**src/rtl/pfc_seq_pkg.sv**
```systemverilog
package pfc_seq_pkg;
    typedef enum logic [2:0] {
        ST_PRECH = 3'd0,
        ST_WAIT  = 3'd1,
        ST_RAMP  = 3'd2,
        ST_RUN   = 3'd3,
        ST_TRIP  = 3'd4
    } seq_st_e;
endpackage

```
**src/rtl/pfc_seq_thresh.sv**
```systemverilog
module pfc_seq_thresh #(
    parameter int VBUS_W     = 10,
    parameter int IIN_W      = 9,
    parameter int RELAY_V    = 100,
    parameter int RATED_V    = 385,
    parameter int BURST_LO_V = 375,
    parameter int OC_LIMIT   = 210
) (
    input  logic [VBUS_W-1:0] vbus,
    input  logic [IIN_W-1:0]  iin,
    output logic              above_relay,
    output logic              at_rated,
    output logic              below_lo,
    output logic              over_cur
);
    always_comb begin
        above_relay = vbus >  VBUS_W'(RELAY_V);
        at_rated    = vbus >= VBUS_W'(RATED_V);
        below_lo    = vbus <= VBUS_W'(BURST_LO_V);
        over_cur    = iin  >  IIN_W'(OC_LIMIT);
    end
endmodule

```
**src/rtl/pfc_seq_ramp_step.sv**
```systemverilog
module pfc_seq_ramp_step #(
    parameter int VBUS_W  = 10,
    parameter int STEP    = 5,
    parameter int RATED_V = 385
) (
    input  logic [VBUS_W-1:0] cur,
    output logic [VBUS_W-1:0] nxt
);
    logic [VBUS_W:0] sum;

    always_comb begin
        sum = {1'b0, cur} + (VBUS_W+1)'(STEP);
        if (sum >= (VBUS_W+1)'(RATED_V))
            nxt = VBUS_W'(RATED_V);
        else
            nxt = sum[VBUS_W-1:0];
    end
endmodule

```
**src/rtl/pfc_start_seq.sv**
```systemverilog
module pfc_start_seq #(
    parameter int CLK_HZ     = 100_000_000,
    parameter int WAIT_MS    = 100,
    parameter int VBUS_W     = 10,
    parameter int IIN_W      = 9,
    parameter int RELAY_V    = 100,
    parameter int RATED_V    = 385,
    parameter int BURST_LO_V = 375,
    parameter int OC_LIMIT   = 210,
    parameter int RAMP_STEP  = 5,
    parameter int RAMP_TICK  = 4
) (
    input  logic              clk,
    input  logic              rst_n,
    input  logic [VBUS_W-1:0] vbus_i,
    input  logic [IIN_W-1:0]  iin_i,
    input  logic              burst_en_i,
    output logic              relay_on_o,
    output logic              pwm_en_o,
    output logic [VBUS_W-1:0] vref_o,
    output logic              fault_o
);
    import pfc_seq_pkg::*;

    localparam int WAIT_CYC = CLK_HZ / 1000 * WAIT_MS;
    localparam int TMR_MAX  = (WAIT_CYC > RAMP_TICK) ? WAIT_CYC : RAMP_TICK;
    localparam int TMR_W    = $clog2(TMR_MAX + 1);

    typedef struct packed {
        seq_st_e           st;
        logic              relay;
        logic              pwm;
        logic [VBUS_W-1:0] vref;
        logic [TMR_W-1:0]  tmr;
        logic              fault;
    } seq_regs_t;

    seq_regs_t seq_d, seq_q;

    logic              above_relay, at_rated, below_lo, over_cur;
    logic [VBUS_W-1:0] ramp_next, load_val;

    pfc_seq_thresh #(
        .VBUS_W(VBUS_W), .IIN_W(IIN_W), .RELAY_V(RELAY_V),
        .RATED_V(RATED_V), .BURST_LO_V(BURST_LO_V), .OC_LIMIT(OC_LIMIT)
    ) thresh_i (
        .vbus(vbus_i), .iin(iin_i), .above_relay(above_relay),
        .at_rated(at_rated), .below_lo(below_lo), .over_cur(over_cur)
    );

    // Stepping adder for the ramp
    pfc_seq_ramp_step #(.VBUS_W(VBUS_W), .STEP(RAMP_STEP), .RATED_V(RATED_V)) step_i (
        .cur(seq_q.vref), .nxt(ramp_next)
    );

    // Same saturating unit with zero step clamps the initial load
    pfc_seq_ramp_step #(.VBUS_W(VBUS_W), .STEP(0), .RATED_V(RATED_V)) clamp_i (
        .cur(vbus_i), .nxt(load_val)
    );

    always_comb begin
        seq_d = seq_q;
        unique case (seq_q.st)
            ST_PRECH: begin
                if (above_relay) begin
                    seq_d.st    = ST_WAIT;
                    seq_d.relay = 1'b1;
                    seq_d.tmr   = '0;
                end
            end
            ST_WAIT: begin
                if (seq_q.tmr == TMR_W'(WAIT_CYC - 1)) begin
                    seq_d.st   = ST_RAMP;
                    seq_d.pwm  = 1'b1;
                    seq_d.vref = load_val;
                    seq_d.tmr  = '0;
                end else begin
                    seq_d.tmr = seq_q.tmr + 1'b1;
                end
            end
            ST_RAMP: begin
                if (seq_q.vref == VBUS_W'(RATED_V)) begin
                    seq_d.st  = ST_RUN;
                    seq_d.tmr = '0;
                end else if (seq_q.tmr == TMR_W'(RAMP_TICK - 1)) begin
                    seq_d.vref = ramp_next;
                    seq_d.tmr  = '0;
                end else begin
                    seq_d.tmr = seq_q.tmr + 1'b1;
                end
            end
            ST_RUN: begin
                if (!burst_en_i)
                    seq_d.pwm = 1'b1;
                else if (at_rated)
                    seq_d.pwm = 1'b0;
                else if (below_lo)
                    seq_d.pwm = 1'b1;
            end
            default: begin
                seq_d.pwm = 1'b0;
            end
        endcase

        if (over_cur) begin
            seq_d.st    = ST_TRIP;
            seq_d.pwm   = 1'b0;
            seq_d.fault = 1'b1;
            seq_d.relay = seq_q.relay;
            seq_d.vref  = seq_q.vref;
            seq_d.tmr   = '0;
        end
    end

    always_ff @(posedge clk or negedge rst_n) begin
        if (!rst_n) begin
            seq_q.st    <= ST_PRECH;
            seq_q.relay <= 1'b0;
            seq_q.pwm   <= 1'b0;
            seq_q.vref  <= '0;
            seq_q.tmr   <= '0;
            seq_q.fault <= 1'b0;
        end else begin
            seq_q <= seq_d;
        end
    end

    assign relay_on_o = seq_q.relay;
    assign pwm_en_o   = seq_q.pwm;
    assign vref_o     = seq_q.vref;
    assign fault_o    = seq_q.fault;
endmodule

```
**config.mk**
```make
export PLATFORM = sky130hd
export DESIGN_NAME = pfc_start_seq
export DESIGN_NICKNAME = d
export VERILOG_FILES = /design/src/rtl/pfc_seq_pkg.sv /design/src/rtl/pfc_seq_thresh.sv /design/src/rtl/pfc_seq_ramp_step.sv /design/src/rtl/pfc_start_seq.sv
export SDC_FILE = /design/constraint.sdc
export NUM_CORES = 1
export LEC_CHECK = 0
export ABC_AREA = 0
export BUFFER_PORTS_ARGS = -buffer_cell sky130_fd_sc_hd__buf_2
export CAP_MARGIN = 25
export CORE_MARGIN = 2
export CORE_UTILIZATION = 25
export CTS_BUF_LIST = sky130_fd_sc_hd__clkbuf_4 sky130_fd_sc_hd__clkbuf_8 sky130_fd_sc_hd__clkbuf_16
export CTS_CLUSTER_SIZE = 28
export DETAILED_ROUTE_END_ITERATION = 16
export PLACE_DENSITY = 0.48
export SYNTH_ARGS = -nofsm -noshare
export SYNTH_HDL_FRONTEND = slang
export SYNTH_SLANG_ARGS = --single-unit
```
**constraint.sdc**
```tcl
create_clock -name clk -period 7.4 [get_ports clk]
set_clock_uncertainty 0.1 [all_clocks]
set_input_delay 0.37 -clock clk [delete_from_list [all_inputs] [get_ports clk]]
set_output_delay 0.37 -clock clk [all_outputs]
set_load 0.01 [all_outputs]
```
==> summary.md, run 1 <==
| Metric | Value |
|---|---|
| DRC violation count after routing | `0` |
| Number of port buffers | `34` |
| Endpoints failing hold | `0` |
| H-tree depth | `2` |
| # fillers | `1160` |
| Clock Path Buffers | `2` |
| Die Ht | `110 um` |
| Post-Synth Adder-Cell Area | `1.78%` |
| Vias | `2548` |
| Die area | `12100 um^2` |
| RePlAce Congestion | `0.791` |
| Area of the multi-input gates | `1560 um^2` |
| CTS Buf Count | `5` |
| Post-Synth Simple-Gate Area | `25.1%` |
| Post-Syn Area per Cell | `8.55 um^2` |
| RSZ-0062 raised after global routing | `false` |
| TNS Setup | `0 ns` |
| Critical-path cell list | `ha_1 -> xnor2_1 -> or4_1 -> a221oi_1 -> o21ai_1 -> o31a_1 -> o2bb2ai_1` |
| DRT iter0 DRCs | `118` |
| Overall Global Routing Usage | `12.6%` |
| Register Area | `1000 um^2` |
| Area of the core | `10900 um^2` |
| Main synth FF type | `dfrtp_1` |
| Delay-heaviest family, CP | `compound AO/OA/AOI/OAI gates` |
| Vias in the first global route | `2339` |
| Final Slew Violations | `0` |
| Max-cap violations | `0` |
| Final setup vio count | `0` |
| Critical path arrival | `2.74 ns` |
| Row cnt | `38` |
| Final wirelength | `7.29 mm` |
| Post-synthesis mux area share | `0.803%` |
| Post-route ant nets | `0` |
| Final HPWL DP | `5.25 mm` |
| YS warnings | `0` |
| Yosys reg bits | `40` |
| Synth Net Count | `354` |
| Seq/Total Area, Yosys | `35.7%` |
| CTS Hold Bufs | `0` |
| Global-route wire length before repair | `12.1 mm` |
| GR Overflow Total | `0` |
| Layout cells sized above 1 | `18.6%` |
| Status | `finished, final reports clean` |
| Worst Hold Class | `input pin to register` |
| Initial antenna violation count | `0` |
| Post-CTS setup repair buffer count | `0` |
| Largest family of logic cells by synthesized area | `compound AO/OA/AOI/OAI gates` |
| Design Area, Final | `3110 um^2` |
| Router iterations before antenna repair | `4` |
| Worst Path Buf+Inv | `0` |
| CP Class | `register to register` |
| PD cells | `143 nW/um^2` |
| Nets | `369` |
| Clock transition at path regs | `0.10 ns` |
| Peak supply drop | `0.0730 mV` |
| Worst-Margin Slew | `1.01 ns` |
| Clk Latency, worst-skew pair | `0.30 ns` |
| Die width | `110 um` |
| Distinct cells, synth | `70` |
| Largest net degree at the start of global routing | `41` |
| Setup ws final | `4.79 ns` |
| Async SR Flop Fraction | `100%` |
| Area Growth Syn to Fin | `10.9%` |
| Post-Synthesis Cells | `328` |
| Final period util | `35.2%` |
| CTS tree | `done` |
| Antenna cells | `0` |
| Fmax achieved | `384 MHz` |
| Worst path slowest cell | `dfrtp_1` |
| DR WL/cell | `15.1 um` |
| Xor/xnor share of the synthesized area | `1.25%` |
| CTS root buf | `clkbuf_8` |
| Worst Path Required | `7.54 ns` |
| Clk sinks | `40` |
| Worst slack at placement | `4.80 ns` |
| Num ports | `35` |
| Initial Utilization | `25.8%` |
| Crit Path Max Fanout | `9` |
| Cell Area, Synth | `2800 um^2` |
| Placed cell area | `2970 um^2` |
| Rel. slew slack | `32.8%` |
| Post-synth EDFFs | `0` |
| CTS resizes | `0` |
| Critical path startpoint category | `register` |
| Synth Area in Compound Gates | `26.8%` |
| Worst hold slack | `0.289 ns` |
| Drt via density | `5.26` |
| Final min period | `2.61 ns` |
| Static leakage | `1.27 nW` |
| CP endpoint kind | `register` |
| Crit-path max cell delay | `0.51 ns` |
## metal layers
metal  wire length (um)  GRT usage [%]  vias up
li1                   -              -     1254
met1               3430           17.2     1247
met2               3530           20.7       41
met3                266           2.49        6
met4                 68           2.44        0
met5                  0              0        -
## layout make-up
class | count | area share [%]
multi-input cells | 247 | 50.2
flip-flops and latches | 40 | 32.2
clock inverters | 3 | 1.49
repair buffers | 38 | 6.92
inverters | 11 | 1.33
clock buffers | 5 | 2.21
well taps | 140 | 5.63
## cell usage after synthesis, types with 5 or more instances
library cell	count	area, um^2
nand4_1	6	37.5
o21ai_0	16	80.1
a21oi_1	24	120
a21o_1	6	45.0
nor4_1	7	43.8
clkbuf_1	8	30.0
nand2_1	28	105
a31oi_1	14	87.6
nor3_1	8	40.0
inv_1	11	41.3
and3_1	6	37.5
or3_1	5	31.3
buf_2	6	30.0
o21bai_1	5	37.5
nand3_1	17	85.1
dfrtp_1	40	1000
nor2_1	20	75.1
buf_4	10	75.1
and2_1	6	37.5
## cell families (layout without fill, tap and decap cells)
family                   after synthesis  after routing
buffers and inverters                 41             57
adder cells (fa/ha/maj)                4              4
AO/OA/AOI/OAI                        109            109
multiplexers                           2              2
AND/OR/NAND/NOR                      128            128
flip-flops                            40             40
XOR/XNOR                               4              4
## worst min-delay path, stage by stage
cell,delay (ns)
buf_2,0.10
a32oi_1,0.06
o22ai_1,0.11
## power breakdown
part           switching, mW  leakage (nW)  internal, mW
clock                 0.0887        0.0548         0.102
sequential           0.00189         0.531         0.220
combinational         0.0190         0.681        0.0127
total                  0.110          1.27         0.334
## worst paths after layout
kind                       slack, ns       start  cells after the start         end
min in group asynchronous       0.43       rst_n                      2   vref_o[2]
max                             4.79   vref_o[0]                      7   vref_o[4]
min reg2reg                     0.36  relay_on_o                      1  relay_on_o
max reg2reg                     4.79   vref_o[0]                      7   vref_o[4]
max in group asynchronous       6.26       rst_n                      3   seq_q[11]
min                             0.29   vbus_i[3]                      3   vref_o[3]
## registers in the layout (all words and copies together), names as in the netlist
register and flops:
fault_o 1, pwm_en_o 1, relay_on_o 1, seq_q 27, vref_o 10
## placed cells by master, fill, tap and decap left out, types with 3 or more instances in the layout
cell type  count
a41oi_1        4
ha_1           4
nor3_1         8
nor4_1         7
a21oi_1       24
o21ai_0       16
and4_1         3
and2_1         6
o31a_1         3
a31oi_1       14
nand4_1        6
buf_2         34
dfrtp_1       40
nor3b_1        3
o21bai_1       5
and3_1         6
xnor2_1        3
nand2_1       28
a21o_1         6
o22ai_1        4
inv_1         11
clkbuf_8       5
or3_1          5
nor2_1        20
nand3_1       17
o2bb2ai_1      3
## per-stage QoR
step / cells / util (%) / power, mW
2_1_floorplan: 328 / - / 0.241
3_3_place_gp: 474 / 27.2 / 0.256
3_5_place_dp: 474 / 27.2 / 0.257
4_1_cts: 482 / 28.3 / 0.448
5_1_grt: 484 / 28.6 / 0.465
6_report: 484 / 28.6 / 0.444
No activity file was read; power rests on OpenSTA's default activity.
==> run 2: changes to the inputs <==
PLACE_DENSITY = 0.49   (was 0.48)
clock period = 2.13 ns   (was 7.4 ns; I/O delays follow)
==> run 2 against run 1 <==
The run now ends with negative setup slack left. Clock power grew to 3.7 times the previous value. Final cell count grew 17%. Combinational power grew to 4.3 times the previous value. Die area is the same. Global-route usage grew 1.6 points. Final area grew 32%. Critical path depth grew 2. Power grew to 3.6 times the previous value. Non-clock buffer count grew 83. Critical path type unchanged. Largest cell class unchanged. Highest routed layer unchanged.
==> summary.md, run 2 (synthesis results as in run 1) <==
| Metric | Value |
|---|---|
| Status | `finished, violations left` |
| Failing checks | `negative setup slack` |
| Global-route wire length before repair | `13.7 mm (+13%)` |
| Area of the core | `10900 um^2 (unchanged)` |
| Overall power | `1.60 mW (+260%)` |
| PD cells | `391 nW/um^2 (+170%)` |
| Nets | `453 (+23%)` |
| Area Growth Syn to Fin | `46.0%` |
| CP endpoint kind | `register` |
| Initial Utilization | `25.8% (unchanged)` |
| Vias | `2936 (+15%)` |
| Design Area, Final | `4090 um^2 (+32%)` |
| Placed cell area | `3540 um^2 (+20%)` |
| Worst Hold Class | `input pin to register` |
| Final period util | `106% (+70 points)` |
| Initial antenna violation count | `0 (unchanged)` |
| Critical-path cell list | `ha_4 -> and4_4 -> nand4_4 -> o31ai_4 -> buf_6 -> a21oi_4 -> clkbuf_16 -> and3_4 -> a211o_1` |
| Die Ht | `110 um (unchanged)` |
| Max reg flops | `27 (unchanged)` |
| Rel. slew slack | `40.5% (+7.7 points)` |
| Antenna cells | `0 (unchanged)` |
| Top reg by flops | `seq_q` |
| Drt via density | `5.17 (-1.8%)` |
| Static leakage | `1.75 nW (+38%)` |
| Setup ws final | `-0.120 ns (-4.91 ns)` |
| DRC violation count after routing | `0 (unchanged)` |
| Most common cell after layout, fill and taps aside | `buf_4` |
| DRT iter0 DRCs | `185 (+57%)` |
| Worst-Margin Slew | `0.891 ns (-0.115 ns)` |
| Fmax achieved | `444 MHz (+16%)` |
| Largest net degree at the start of global routing | `25 (-39%)` |
| Row cnt | `38 (unchanged)` |
| Die area | `12100 um^2 (unchanged)` |
| Num ports | `35 (unchanged)` |
| Clock transition at path regs | `0.09 ns (about the same)` |
| H-tree depth | `2 (unchanged)` |
| Delay-heaviest family, CP | `compound AO/OA/AOI/OAI gates` |
| DR WL/cell | `15.6 um (+3.6%)` |
| # fillers | `1083 (-6.6%)` |
| Final wirelength | `8.87 mm (+22%)` |
| Final HPWL DP | `6.35 mm (+21%)` |
| Max-cap violations | `0 (unchanged)` |
| CTS Buf Count | `5 (unchanged)` |
| Overall Global Routing Usage | `14.2% (+1.6 points)` |
| Worst path slowest cell | `dfrtp_1` |
| Final Slew Violations | `0 (unchanged)` |
| CTS root buf | `clkbuf_8` |
| Layout cells sized above 1 | `44.4% (+26 points)` |
| Critical path arrival | `2.33 ns (-0.41 ns)` |
| GR Overflow Total | `0 (unchanged)` |
| RSZ-0062 raised after global routing | `true` |
| CP Class | `register to register` |
| Clock Path Buffers | `2 (unchanged)` |
| Crit-path max cell delay | `0.39 ns (-0.12 ns)` |
| CTS tree | `done` |
| RePlAce Congestion | `0.897 (+13%)` |
| Worst Path Buf+Inv | `2 (+2)` |
| Vias in the first global route | `2803 (+20%)` |
| Crit Path Max Fanout | `5 (-4)` |
| Worst slack at placement | `-0.202 ns (-5.00 ns)` |
| Final min period | `2.25 ns (-0.356 ns)` |
| Final setup vio count | `20 (+20)` |
| Clk sinks | `40 (unchanged)` |
| Commonest non-fill, non-tap cells in the layout | `78 x buf_4, 37 x dfrtp_1, 34 x buf_2` |
| Area of the multi-input gates | `1850 um^2 (+19%)` |
| Peak supply drop | `0.221 mV (+200%)` |
| Critical path startpoint category | `register` |
| Register Area | `1000 um^2 (+0.37%)` |
| Number of port buffers | `34 (unchanged)` |
| Worst Path Required | `2.21 ns (-5.33 ns)` |
| Worst hold slack | `0.0722 ns (-0.217 ns)` |
| Post-route ant nets | `0 (unchanged)` |
| Router iterations before antenna repair | `4 (unchanged)` |
| Die width | `110 um (unchanged)` |
| Clk Latency, worst-skew pair | `0.30 ns (about the same)` |
| Endpoints failing hold | `0 (unchanged)` |
[run 2: cell count changes in the layout (fill, tap and decap cells not counted), moves of 3 or more]
cell	change
a21oi_1	-5
a21oi_2	+4
buf_4	+76
buf_6	+5
dfrtp_1	-3
dfrtp_2	+3
ha_1	-4
ha_4	+3
nor4_1	-5
nor4_2	+4
o21ai_0	-9
o21ai_1	+6
[run 2: layout make-up]
cell class / count / area share [%]
Clock buffer: 7 / 2.35
Clock inverter: 1 / 0.734
Inverter: 11 / 1.01
Multi-Input combinational cell: 248 / 45.3
Sequential cell: 40 / 24.5
Tap cell: 140 / 4.28
Timing Repair Buffer: 121 / 21.8
[run 2: timing repair]
item                                    4_1_cts  5_1_grt
hold buffers                                  1        0
endpoints found under the setup margin       26       32
cloned                                        0        4
endpoints found under the hold margin        22        0
buffers inserted                              4        6
gates resized for setup                      13       47
pin swaps                                     5       21
[run 2: worst register-to-register path, stage by stage (launching register included)]
cell and delay (ns):
dfrtp_1 0.39, ha_4 0.17, and4_4 0.24, nand4_4 0.13, o31ai_4 0.27, buf_6 0.15
a21oi_4 0.09, clkbuf_16 0.22, and3_4 0.16, a211o_1 0.22
[run 2: metrics by stage]
| step | utilization [%] | cells | setup TNS [ns] |
|---|---|---|---|
| floorplan | - | 328 | -0.0810 |
| global placement | 32.6 | 545 | -1.69 |
| detailed placement | 32.6 | 545 | -2.12 |
| CTS | 34.9 | 558 | -0.868 |
| global route | 37.6 | 568 | -3.25 |
| finish | 37.6 | 568 | -0.956 |
[run 2: layer usage]
layer,GRT usage (%),wire length (um),vias to the layer above
li1,-,-,1423
met1,18.2,4040,1439
met2,24.8,4300,54
met3,2.37,350,20
met4,3.71,186,0
met5,0,0,-
[run 2: power by group]
| part | switching [mW] | internal (mW) |
|---|---|---|
| sequential | 0.00233 | 0.763 |
| combinational | 0.0786 | 0.0566 |
| clock | 0.287 | 0.414 |
| total | 0.368 | 1.23 |
[run 2: final timing paths]
check                            from    endpoint  slack (ns)  cells past startpoint
max reg2reg                  seq_q[1]   seq_q[23]       -0.12                      9
max                          seq_q[1]   seq_q[23]       -0.12                      9
min in group asynchronous       rst_n   vref_o[2]        0.25                      2
max in group asynchronous       rst_n   seq_q[13]        1.05                      3
min reg2reg                relay_on_o  relay_on_o        0.39                      1
min                         vbus_i[3]   vref_o[3]        0.07                      3
==> run 3: changes to the inputs <==
CTS_BUF_LIST = default   (was sky130_fd_sc_hd__clkbuf_4 sky130_fd_sc_hd__clkbuf_8 sky130_fd_sc_hd__clkbuf_16)
REMOVE_ABC_BUFFERS = 1   (was default)
SETUP_SLACK_MARGIN = 0.2   (was default)
==> run 3 against run 2 <==
The flow still finishes with violations (negative setup slack). Critical path depth decreased by 1. Utilization increased by 2.1 points. Clock-buffer cell count decreased by 1. Flip-flop and latch count unchanged. Hold slack got worse by 0.049 ns. Via count increased by 1.1%. Critical path type unchanged.
==> summary.md, run 3 (synthesis results as in run 1) <==
| Metric | Value |
|---|---|
| Worst path slowest cell | `dfrtp_1` |
| Max-cap violations | `0 (unchanged)` |
| Area of the core | `10900 um^2 (unchanged)` |
| CTS root buf | `clkbuf_8` |
| CP endpoint kind | `register` |
| CTS tree | `done` |
| Final Util | `39.7% (+2.1 points)` |
| Overall Global Routing Usage | `15.1% (+0.89 points)` |
| Worst slack at placement | `-0.314 ns (-0.112 ns)` |
| Initial antenna violation count | `0 (unchanged)` |
| Clock Path Buffers | `2 (unchanged)` |
| Status | `finished, violations left` |
| GR Overflow Total | `0 (unchanged)` |
| Worst-Margin Slew | `0.728 ns (-0.163 ns)` |
| PD cells | `341 nW/um^2 (-13%)` |
| Die area | `12100 um^2 (unchanged)` |
| Final HPWL DP | `6.36 mm (+0.19%)` |
| Drt via density | `5.12 (-0.86%)` |
| Vias | `2967 (+1.1%)` |
| Initial Utilization | `25.8% (unchanged)` |
| Worst Path Buf+Inv | `2 (unchanged)` |
| # fillers | `1090 (+0.65%)` |
| Critical-path cell list | `nand2_2 -> or3_4 -> buf_6 -> nor4_4 -> o21bai_4 -> clkbuf_16 -> o21bai_1 -> o2bb2ai_1` |
| Area of the multi-input gates | `1990 um^2 (+7.5%)` |
| Max reg flops | `27 (unchanged)` |
| Top reg by flops | `seq_q` |
| Layout cells sized above 1 | `51.9% (+7.5 points)` |
| Clk Latency, worst-skew pair | `0.30 ns (about the same)` |
| Clk sinks | `40 (unchanged)` |
| Final min period | `2.20 ns (-0.0486 ns)` |
| Static leakage | `1.83 nW (+4.5%)` |
| CTS Buf Count | `5 (unchanged)` |
| Delay-heaviest family, CP | `simple AND/OR/NAND/NOR gates` |
| H-tree depth | `2 (unchanged)` |
| Worst hold slack | `0.0233 ns (-0.0489 ns)` |
| Crit Path Max Fanout | `5 (unchanged)` |
| Critical path arrival | `2.27 ns (-0.06 ns)` |
| Final period util | `103% (-2.3 points)` |
| Global-route wire length before repair | `14.4 mm (+5.3%)` |
| Vias in the first global route | `2792 (-0.39%)` |
| Worst Path Required | `2.20 ns (about the same)` |
| Final wirelength | `9.30 mm (+4.8%)` |
| Area Growth Syn to Fin | `54.2%` |
| Post-route ant nets | `0 (unchanged)` |
| Critical path startpoint category | `register` |
| DR WL/cell | `16.1 um (+2.8%)` |
| Router iterations before antenna repair | `5 (+1)` |
| Placed cell area | `3600 um^2 (+1.4%)` |
| Overall power | `1.48 mW (-7.8%)` |
| Crit-path max cell delay | `0.42 ns (+0.03 ns)` |
| Final setup vio count | `9 (-55%)` |
| DRC violation count after routing | `0 (unchanged)` |
| Failing checks | `negative setup slack` |
| Die width | `110 um (unchanged)` |
| Num ports | `35 (unchanged)` |
| Die Ht | `110 um (unchanged)` |
| Most common cell after layout, fill and taps aside | `buf_4` |
| DRT iter0 DRCs | `209 (+13%)` |
| Placed cell count | `553 (+1.5%)` |
| Nets | `464 (+2.4%)` |
| Largest net degree at the start of global routing | `41 (+64%)` |
| Register Area | `1000 um^2 (-0.25%)` |
| Final Slew Violations | `0 (unchanged)` |
| RePlAce Congestion | `0.881 (-1.9%)` |
| Rel. slew slack | `51.4% (+11 points)` |
| Fmax achieved | `454 MHz (+2.2%)` |
| RSZ-0062 raised after global routing | `true` |
| Endpoints failing hold | `0 (unchanged)` |
| Clock transition at path regs | `0.10 ns (about the same)` |
| Worst Hold Class | `input pin to register` |
| Peak supply drop | `0.232 mV (+5.0%)` |
| Number of port buffers | `34 (unchanged)` |
| Row cnt | `38 (unchanged)` |
| Antenna cells | `0 (unchanged)` |
| Design Area, Final | `4320 um^2 (+5.7%)` |
| Finished Layout Cells | `579 (+1.9%)` |
| CP Class | `register to register` |
| TNS Setup | `-0.329 ns (+0.627 ns)` |
| Setup ws final | `-0.0715 ns (+0.0486 ns)` |
| Commonest non-fill, non-tap cells in the layout | `78 x buf_4, 39 x dfrtp_1, 35 x buf_2` |
-- run 3: cell count changes in the layout (fill, tap and decap cells not counted), moves of 4 or more --
cell     previous run  this run
a21oi_1            19        12
a21oi_2             5        13
buf_6               5        16
nor3_1              8         4
o21ai_2             2         6
-- run 3: power breakdown --
group / internal (mW) / leakage (nW) / switching (mW)
Sequential: 0.763 / 0.529 / 0.00217
Clock: 0.263 / 0.0434 / 0.312
Combinational: 0.0569 / 1.26 / 0.0786
Total: 1.08 / 1.83 / 0.393
-- run 3: per-layer routing --
metal	global-route usage [%]	part of all wire (%)
met1	20.2	46
met4	2.71	0.72
met2	25.9	49
met5	0	0
met3	2.49	3.9
-- run 3: final cells by class --
cell class / count / share of cell area, %
clock buffer: 6 / 1.91
tap: 140 / 4.05
inverter: 11 / 0.955
timing repair buffer: 133 / 23.5
sequential: 40 / 23.2
multi-input combinational: 247 / 46.1
clock inverter: 2 / 0.347
-- run 3: what timing repair did --
| action | in CTS | in global routing |
|---|---|---|
| resized for setup | 71 | 44 |
| endpoints found under the setup margin | 36 | 37 |
| pin swaps | 19 | 19 |
| setup buffers | 12 | 2 |
| gates cloned | 0 | 3 |
| hold buffers | 1 | 0 |
| hold endpoints to repair | 40 | 0 |
-- run 3: worst paths after layout --
kind	from	to	slack [ns]	depth (start not counted)
hold / removal	vbus_i[3]	vref_o[3]	0.02	3
max in group asynchronous	rst_n	seq_q[2]	1.21	3
setup reg to reg	seq_q[11]	vref_o[6]	-0.07	8
hold reg to reg	fault_o	fault_o	0.38	1
setup / recovery	seq_q[11]	vref_o[6]	-0.07	8
min in group asynchronous	rst_n	vref_o[1]	0.31	3
-- run 3: worst reg2reg max path, cell delays in order (launching register included) --
cell       delay (ns)
dfrtp_1          0.42
nand2_2          0.09
or3_4            0.41
buf_6            0.14
nor4_4           0.31
o21bai_4         0.15
clkbuf_16        0.18
o21bai_1         0.15
o2bb2ai_1        0.12
